--- src/rtl/bus_parity_unit.sv ---
module bus_parity_unit #(
  parameter int LANES  = 4,
  parameter int LANE_W = 8,
  parameter int CT_W   = 3,
  localparam int DW    = LANES * LANE_W
) (
  input  logic             clk,
  input  logic             rst,
  input  logic [CT_W-1:0]  cyc_type,
  input  logic             rdy,
  input  logic [LANES-1:0] be_n,
  input  logic [DW-1:0]    wr_data,
  output logic [LANES-1:0] wr_par,
  input  logic [DW-1:0]    rd_data,
  input  logic [LANES-1:0] rd_par,
  output logic [DW-1:0]    rd_data_out,
  output logic             par_stat_n
);
  localparam logic [CT_W-1:0] CT_CODE_RD = CT_W'(0);
  localparam logic [CT_W-1:0] CT_MEM_RD  = CT_W'(1);
  localparam logic [CT_W-1:0] CT_IO_RD   = CT_W'(2);

  logic [LANES-1:0] lane_bad;
  logic             rd_checked;
  logic             rd_fault;

  for (genvar g = 0; g < LANES; g++) begin : g_lane
    assign wr_par[g]   = ^wr_data[g*LANE_W +: LANE_W];
    assign lane_bad[g] = ^{rd_data[g*LANE_W +: LANE_W], rd_par[g]};
  end

  assign rd_checked  = (cyc_type == CT_CODE_RD) || (cyc_type == CT_MEM_RD) ||
                       (cyc_type == CT_IO_RD);
  assign rd_fault    = |(lane_bad & ~be_n);
  assign rd_data_out = rd_data;

  always_ff @(posedge clk) begin
    if (rst)                    par_stat_n <= 1'b1;
    else if (rdy && rd_checked) par_stat_n <= ~rd_fault;
    else                        par_stat_n <= 1'b1;
  end
endmodule

--- config.mk ---
export PLATFORM = sky130hd
export DESIGN_NAME = bus_parity_unit
export DESIGN_NICKNAME = d
export VERILOG_FILES = /design/src/rtl/bus_parity_unit.sv
export SDC_FILE = /design/constraint.sdc
export NUM_CORES = 1
export LEC_CHECK = 0
export ABC_CLOCK_PERIOD_IN_PS = 1200
export BUFFER_PORTS_ARGS = -buffer_cell sky130_fd_sc_hd__buf_2
export CAP_MARGIN = 20
export CORE_MARGIN = 2
export CORE_UTILIZATION = 31
export DETAILED_ROUTE_END_ITERATION = 12
export PLACE_DENSITY_LB_ADDON = 0.05
export SLEW_MARGIN = 0
export SYNTH_ARGS = -nofsm -noshare
export SYNTH_HDL_FRONTEND = slang
export SYNTH_SLANG_ARGS = --single-unit
--- constraint.sdc ---
create_clock -name clk -period 1.2 [get_ports clk]
set_input_delay 0.12 -clock clk [delete_from_list [all_inputs] [get_ports clk]]
set_output_delay 0.12 -clock clk [all_outputs]
set_load 0.1 [all_outputs]
==> run summary, run 1 <==
The flow ran to the end, but the final reports show violations. The checks that failed: setup timing. Arrival time reported for the critical path endpoint: 1190 ps. Counting instances, the worst hold path has a depth of 3.

The peak per-stage delay on the critical path was 440 ps; the count of buffers inserted at the top-level ports was 114. The slowest stage of the critical path is the xnor3_1 cell. The number of antenna violations at the first check in global routing was 0; the routed via count was 851. IR analysis of the VDD net gives a maximum drop of 1.11 mV. The cell that appears most often on the critical path is xnor2_2.

The top fanout value on the critical path is 2, and the number of detailed-route iterations in the first pass is 2. Setup repair after global routing could not meet its margin everywhere. The area growth from synthesis to layout is 78.0%. The signal on the critical path passes through buf_4 -> xnor2_2 -> xnor3_1 -> xnor2_2 -> o22ai_1 -> o21ai_1. The critical path crosses 6 cells after its start point. In this run the post-CTS setup repair buffer count came out at 0. The register with the most flip-flops is par_stat_n. Measured along the y axis, the die boundary spans 56.6 um.

Detailed placer's ending HPWL: 1780 um. The worst setup path is of the input port to register kind. The width of the die was 56.6 um; the yosys synthesis warning count was 0. The number of flip-flops under the largest register name works out to 1. At the pin with the least slew margin, the transition time is 493 ps. The worst pin sits at a relative slew slack of 67.4%.

Max-cap violations in this run came to 0. In the layout the commonest cells are 107 x buf_2, 22 x xnor2_2, 20 x xnor2_1, 6 x xor2_1. The average instance area after synthesis was 9.13 um2; the data required time of the critical path was 1060 ps. Number of pins exceeding their max-slew limit in the final report: 0.

The completed layout was analyzed and its total power is 2020 uW. The run gives 1 as the final-report setup violation count. The core region is 2690 um2. Cells with a size suffix above 1 make up 79.7% of the layout. After layout, the minimum clock period comes to 1320 ps. For this design the ratio of total power to cell area is 1320 nW/um2. The logs give -124 ps for the setup slack of the critical path after layout and 765 for the via count of the first global-routing pass. The synthesized net count was 172. The die covers 3210 um2.

At the end of routability-driven placement, the weighted congestion stood at 0.640. The maximum operating frequency was 756 MHz. The final clock period utilization by the worst path is 110%.

In the routed design, unresolved DRC markers number 0. The logs give 0 for the number of nets still failing antenna checks after routing and 2920 um for the global-route wire length before repair. The share of synthesized area occupied by flip-flops and latches came out at 2.33%. For this run, the post-layout net count is 257. The cell area that synthesis handed to floorplanning was 858 um2. The largest registers in the layout are par_stat_n: 1 flops. Count of standard-cell rows: 19. The family with the most delay on the worst path is XOR/XNOR gates.

For this run, the total global-route usage over all layers was measured as 10.9%. Summed over all layers, the global routing overflow is 0. In the routed layout, each cell is associated on average with a via count of 4.09. After clock tree synthesis, the clock-pin slew on the worst setup and hold paths is 0 ps.

The path class of the tightest hold or removal check is input port to register. The tools report the number of endpoints with negative hold slack in the final report as 0. The worst setup path is launched from an input port. Pin placement for this block handled 115 I/O pins. The total of flip-flops plus latches after synthesis works out to 1. The repair_antennas step left the layout with diodes totalling 0. Leaving out fill and tap cells, the most frequent cell in the layout is buf_2. The gate count of the mapped netlist is 94. The violation count after the first detailed-route iteration is 6, and the static leakage power is 0.000831 uW. The initial utilization of the core area, before any placement, comes to 32.0%. Wires add up to 1870 um.

Entering global routing, the biggest net connects 3 pins. The detailed-route wire length per cell was 8.98 um; the number of distinct library cells after synthesis was 10. The number of buffers and inverters on the critical path works out to 1. The endpoint kind of the worst setup timing path was a register. Prior to clock tree synthesis, the placed netlist has a worst setup slack of -159 ps.
## power breakdown
part           switching (uW)  internal [uW]
logic                    1210            768
registers               0.431           36.2
clock network               0              0
total                    1210            804
## worst paths after layout
| kind | start | endpoint | slack [ps] |
|---|---|---|---|
| hold / removal | cyc_type[2] | par_stat_n | 340 |
| setup / recovery | rd_data[11] | par_stat_n | -120 |
## metal layers
metal  share of wire [%]  routed length, um  global-route usage, %
met4                   0                  0                      0
met5                   0                  0                      0
met1                  31                575                   12.6
met3                  13                239                  0.922
met2                  56               1050                   22.4
## timing repair
item / CTS / global route
setup endpoints to repair: 4 / 3
hold buffers: 0 / 0
pin swaps: 1 / 9
resized for setup: 5 / 6
## stage by stage
stage	util, %	cell area, um2	setup TNS (ps)	hold WS (ps)	instances
floorplan	-	1020	0	240	94
global placement	54.4	1460	-244	344	208
detailed placement	54.4	1460	-280	342	208
CTS	55.7	1500	-128	345	208
global route	56.9	1530	-223	379	208
finish	56.9	1530	-124	341	208
## synthesized netlist by cell type
cell	number	area, um2
xnor2_2	3	48.8
inv_1	1	3.75
xnor3_1	4	90.1
dfxtp_1	1	20.0
xnor2_1	43	377
buf_4	32	240
xor2_1	6	52.6
o22ai_1	2	12.5
a2111oi_0	1	8.76
o21ai_1	1	5.00
## cell families (layout without fill, tap and decap cells)
group,Yosys count,in the layout,share of synthesized area (%)
buffers and inverters,33,116,28.4
AO/OA/AOI/OAI,4,4,3.06
flip-flops,1,1,2.33
XOR/XNOR,56,56,66.2
## final cells by class
type,instances,area (um2)
flip-flops and latches,1,20.0
multi-input cells,60,812
fillers,246,1160
inverters,1,3.75
well taps,31,38.8
repair buffers,115,653
Power figures use the tool's default switching activity.
==> run 2: changes to the inputs <==
--- a/config.mk
+++ b/config.mk
@@ -8,8 +8,11 @@
 export ABC_CLOCK_PERIOD_IN_PS = 1200
 export BUFFER_PORTS_ARGS = -buffer_cell sky130_fd_sc_hd__buf_2
 export CAP_MARGIN = 20
+export CELL_PAD_IN_SITES_DETAIL_PLACEMENT = 1
+export CELL_PAD_IN_SITES_GLOBAL_PLACEMENT = 1
 export CORE_MARGIN = 2
-export CORE_UTILIZATION = 31
+export CORE_UTILIZATION = 19
+export CTS_CLUSTER_SIZE = 40
 export DETAILED_ROUTE_END_ITERATION = 12
 export PLACE_DENSITY_LB_ADDON = 0.05
 export SLEW_MARGIN = 0
==> run 2 against run 1 <==
The run still ends with setup timing left. Flip-flop and latch count unchanged. Global-route usage down 2.0 points. Cell area up 4.2%. First-iteration DRC count down 33%. Setup slack worse by 23 ps. Routed wire length up 30%. Critical path depth unchanged. Maximum frequency down 1.7%. Utilization down 20 points. Combinational power about the same. Sequential share of layout area down 0.053 points. Via count up 2.6%.
==> run summary, run 2 (synthesis results as in run 1) <==
Arrival time reported for the critical path endpoint: 1200 ps (about the same). The critical path goes through buf_2 -> xnor2_2 -> xnor3_1 -> xnor2_1 -> o22ai_1 -> o21ai_1. Count of buffers inserted at the top-level ports: 114 (unchanged).

The number of pins exceeding their max-slew limit in the final report is 0 (unchanged). Detail-routed via count per cell: 3.78 (-7.6%). The post-detailed-routing wire length came out at 2420 um (+30%).

The tools report the aggregate global routing overflow as 0 (unchanged). The data required time of the critical path was 1060 ps (about the same). STA classifies the critical path endpoint as a register.

The tools report the sum of met3 wire segment lengths after detailed routing as 245 um (+2.5%). Counting flops per register, the top entry is par_stat_n. Setup repair after global routing could not meet its margin everywhere. The number of buffers inserted for hold repair after clock tree synthesis was 0 (unchanged).

The end point of the critical path is par_stat_n. Net switching power: 1230 uW (+0.99%). The most critical setup path has its startpoint at rd_data[27].

The logs give 809 uW (+0.58%) for the design internal power and 873 (+2.6%) for the routed via count. For the total negative setup slack, the log shows -146 ps (-22.9 ps). The number of diodes was 0 (unchanged).

Top fanout value on the critical path: 2 (unchanged). The worst voltage drop across the vdd grid is 0.494 mV (-56%). The run gives 259 (+0.78%) as the net count of the finished layout.

Leaving out fill and tap cells, the most frequent cell in the layout is buf_2. Maximum number of pins on one net before global-route repair: 3 (unchanged). The run gives -158 ps (+1.17 ps) as the worst slack at placement. The run finished, with violations left. The logs give 1.8% (about the same) for the proportion of power drawn by flip-flops and latches and 0.000848 uW (+2.0%) for the static leakage power. Leaving out fill and tap cells, the most frequent cells in the layout are 108 x buf_2, 22 x xnor2_2, 20 x xnor2_1, 6 x buf_12, 5 x xor2_1.

The number of endpoints with negative hold slack in the final report was 0 (unchanged); the number of detailed-route iterations in the first pass was 2 (unchanged). The final weighted congestion in routability-driven placement is 0.662 (+3.5%), and the number of top-level pins is 115 (unchanged). Clock period minus worst slack: 1350 ps (+22.9 ps). For the violation count after the first detailed-route iteration, the log shows 4 (-2).

The final reports fail on setup timing. The number of flip-flops under the largest register name works out to 1 (unchanged). Startpoint-to-endpoint class of the critical path: input port to register.

The tools report the number of antenna violations at the first check in global routing as 0 (unchanged). The clock-pin slew of the registers on the worst-case setup and hold paths was 0 ps (unchanged); the final clock period utilization by the worst path was 112% (+1.9 points). The overall global routing resource usage was 8.94% (-2.0 points); the count of standard-cell rows was 24 (+5). The worst hold slack was 346 ps (+4.63 ps); the setup slack of the critical path after layout was -146 ps (-22.9 ps).

Die outline height: 71.2 um (+26%). Number of nets still failing antenna checks after routing: 0 (unchanged). The power per cell area was 1280 nW/um2 (-3.2%); the routed metal-1 wirelength was 741 um (+29%). The relative slew slack is 67.4% (about the same).

Number of remaining DRC errors: 0 (unchanged). The run gives 1 (unchanged) as the final-report setup violation count. The die area is 5070 um2 (+58%), and the detailed placer's ending HPWL is 2280 um (+28%). The proportion of power drawn by combinational gates is 98.2% (about the same).

Maximum operating frequency: 743 MHz (-1.7%). The effective utilization at floorplan was 19.7% (-12 points). Detailed-route wire length per cell: 10.5 um (+17%).

The end-of-flow core utilization was 36.6% (-20 points); the worst-margin pin slew was 493 ps (+0.234 ps). Signal routing reaches up to met3. For the global-route wire length before repair, the log shows 3840 um (+31%). The post-CTS setup repair buffer count was 0 (unchanged). STA classifies the critical path startpoint as an input port. The area growth from synthesis to layout is 85.4%. In this run the worst hold path is classified as input port to register. The tools report the total met2 wirelength after detailed routing as 1430 um (+36%).

Peak per-stage delay on the critical path: 430 ps (about the same). The share of cells above drive strength 1 works out to 80.4% (+0.79 points). The width of the die came out at 71.2 um (+26%). The master of the slowest instance on the critical path was xnor3_1.

The run gives 0 (unchanged) as the max-cap violation count. The fraction of power consumed by the clock network is 0% (unchanged), and the area of the core is 4350 um2 (+62%). The tools report the via count of the first global-routing pass as 909 (+19%). The largest registers in the layout are par_stat_n: 1 flops. The switching fraction of total power works out to 60.3% (+0.099 points).
## run 2: what timing repair did
item                                    in CTS  in global routing
gates resized for setup                      4                  4
endpoints found under the setup margin       4                  3
pin swaps                                    2                  3
## run 2: power groups by stage
stage	clock (uW)	combinational [uW]	sequential, uW
after floorplan	0	1490	53.2
after global placement	0	1970	36.7
after detailed placement	0	1980	36.6
after CTS	0	2010	36.7
after global routing	0	2080	36.7
final	0	2000	36.6
## run 2: how the worst min path moves through the flow
stage               startpoint    endpoint  slack (ps)  depth (start not counted)
global route               rst  par_stat_n         380                          3
floorplan                  rst  par_stat_n         240                          2
finish                     rst  par_stat_n         350                          3
CTS                        rst  par_stat_n         350                          3
global placement           rst  par_stat_n         350                          3
detailed placement         rst  par_stat_n         350                          3
## run 2: metrics by stage
stage	cell area [um2]	instances	total power, uW
floorplan	1020	94	1540
global placement	1530	231	2000
detailed placement	1530	231	2020
CTS	1560	231	2040
global route	1590	231	2110
finish	1590	231	2040
## run 2: cell type report
type                            count  area, um2
Multi-Input combinational cell     60        820
Inverter                            1       3.75
Timing Repair Buffer              117        683
Tap cell                           52       65.1
Sequential cell                     1       20.0
Fill cell                         527       2760
## run 2: critical path: cells and delay by family
family	cells	cell delay (ps)
buffers and inverters	1	120
xor gates and xnor gates	3	720
AOI/OAI and AO/OA	2	240
## run 2: metal layers
layer | vias up | global-route usage (%)
li1 | 433 | -
met1 | 385 | 10.1
met2 | 55 | 18.7
met3 | 0 | 0.985
met4 | 0 | 0
met5 | - | 0
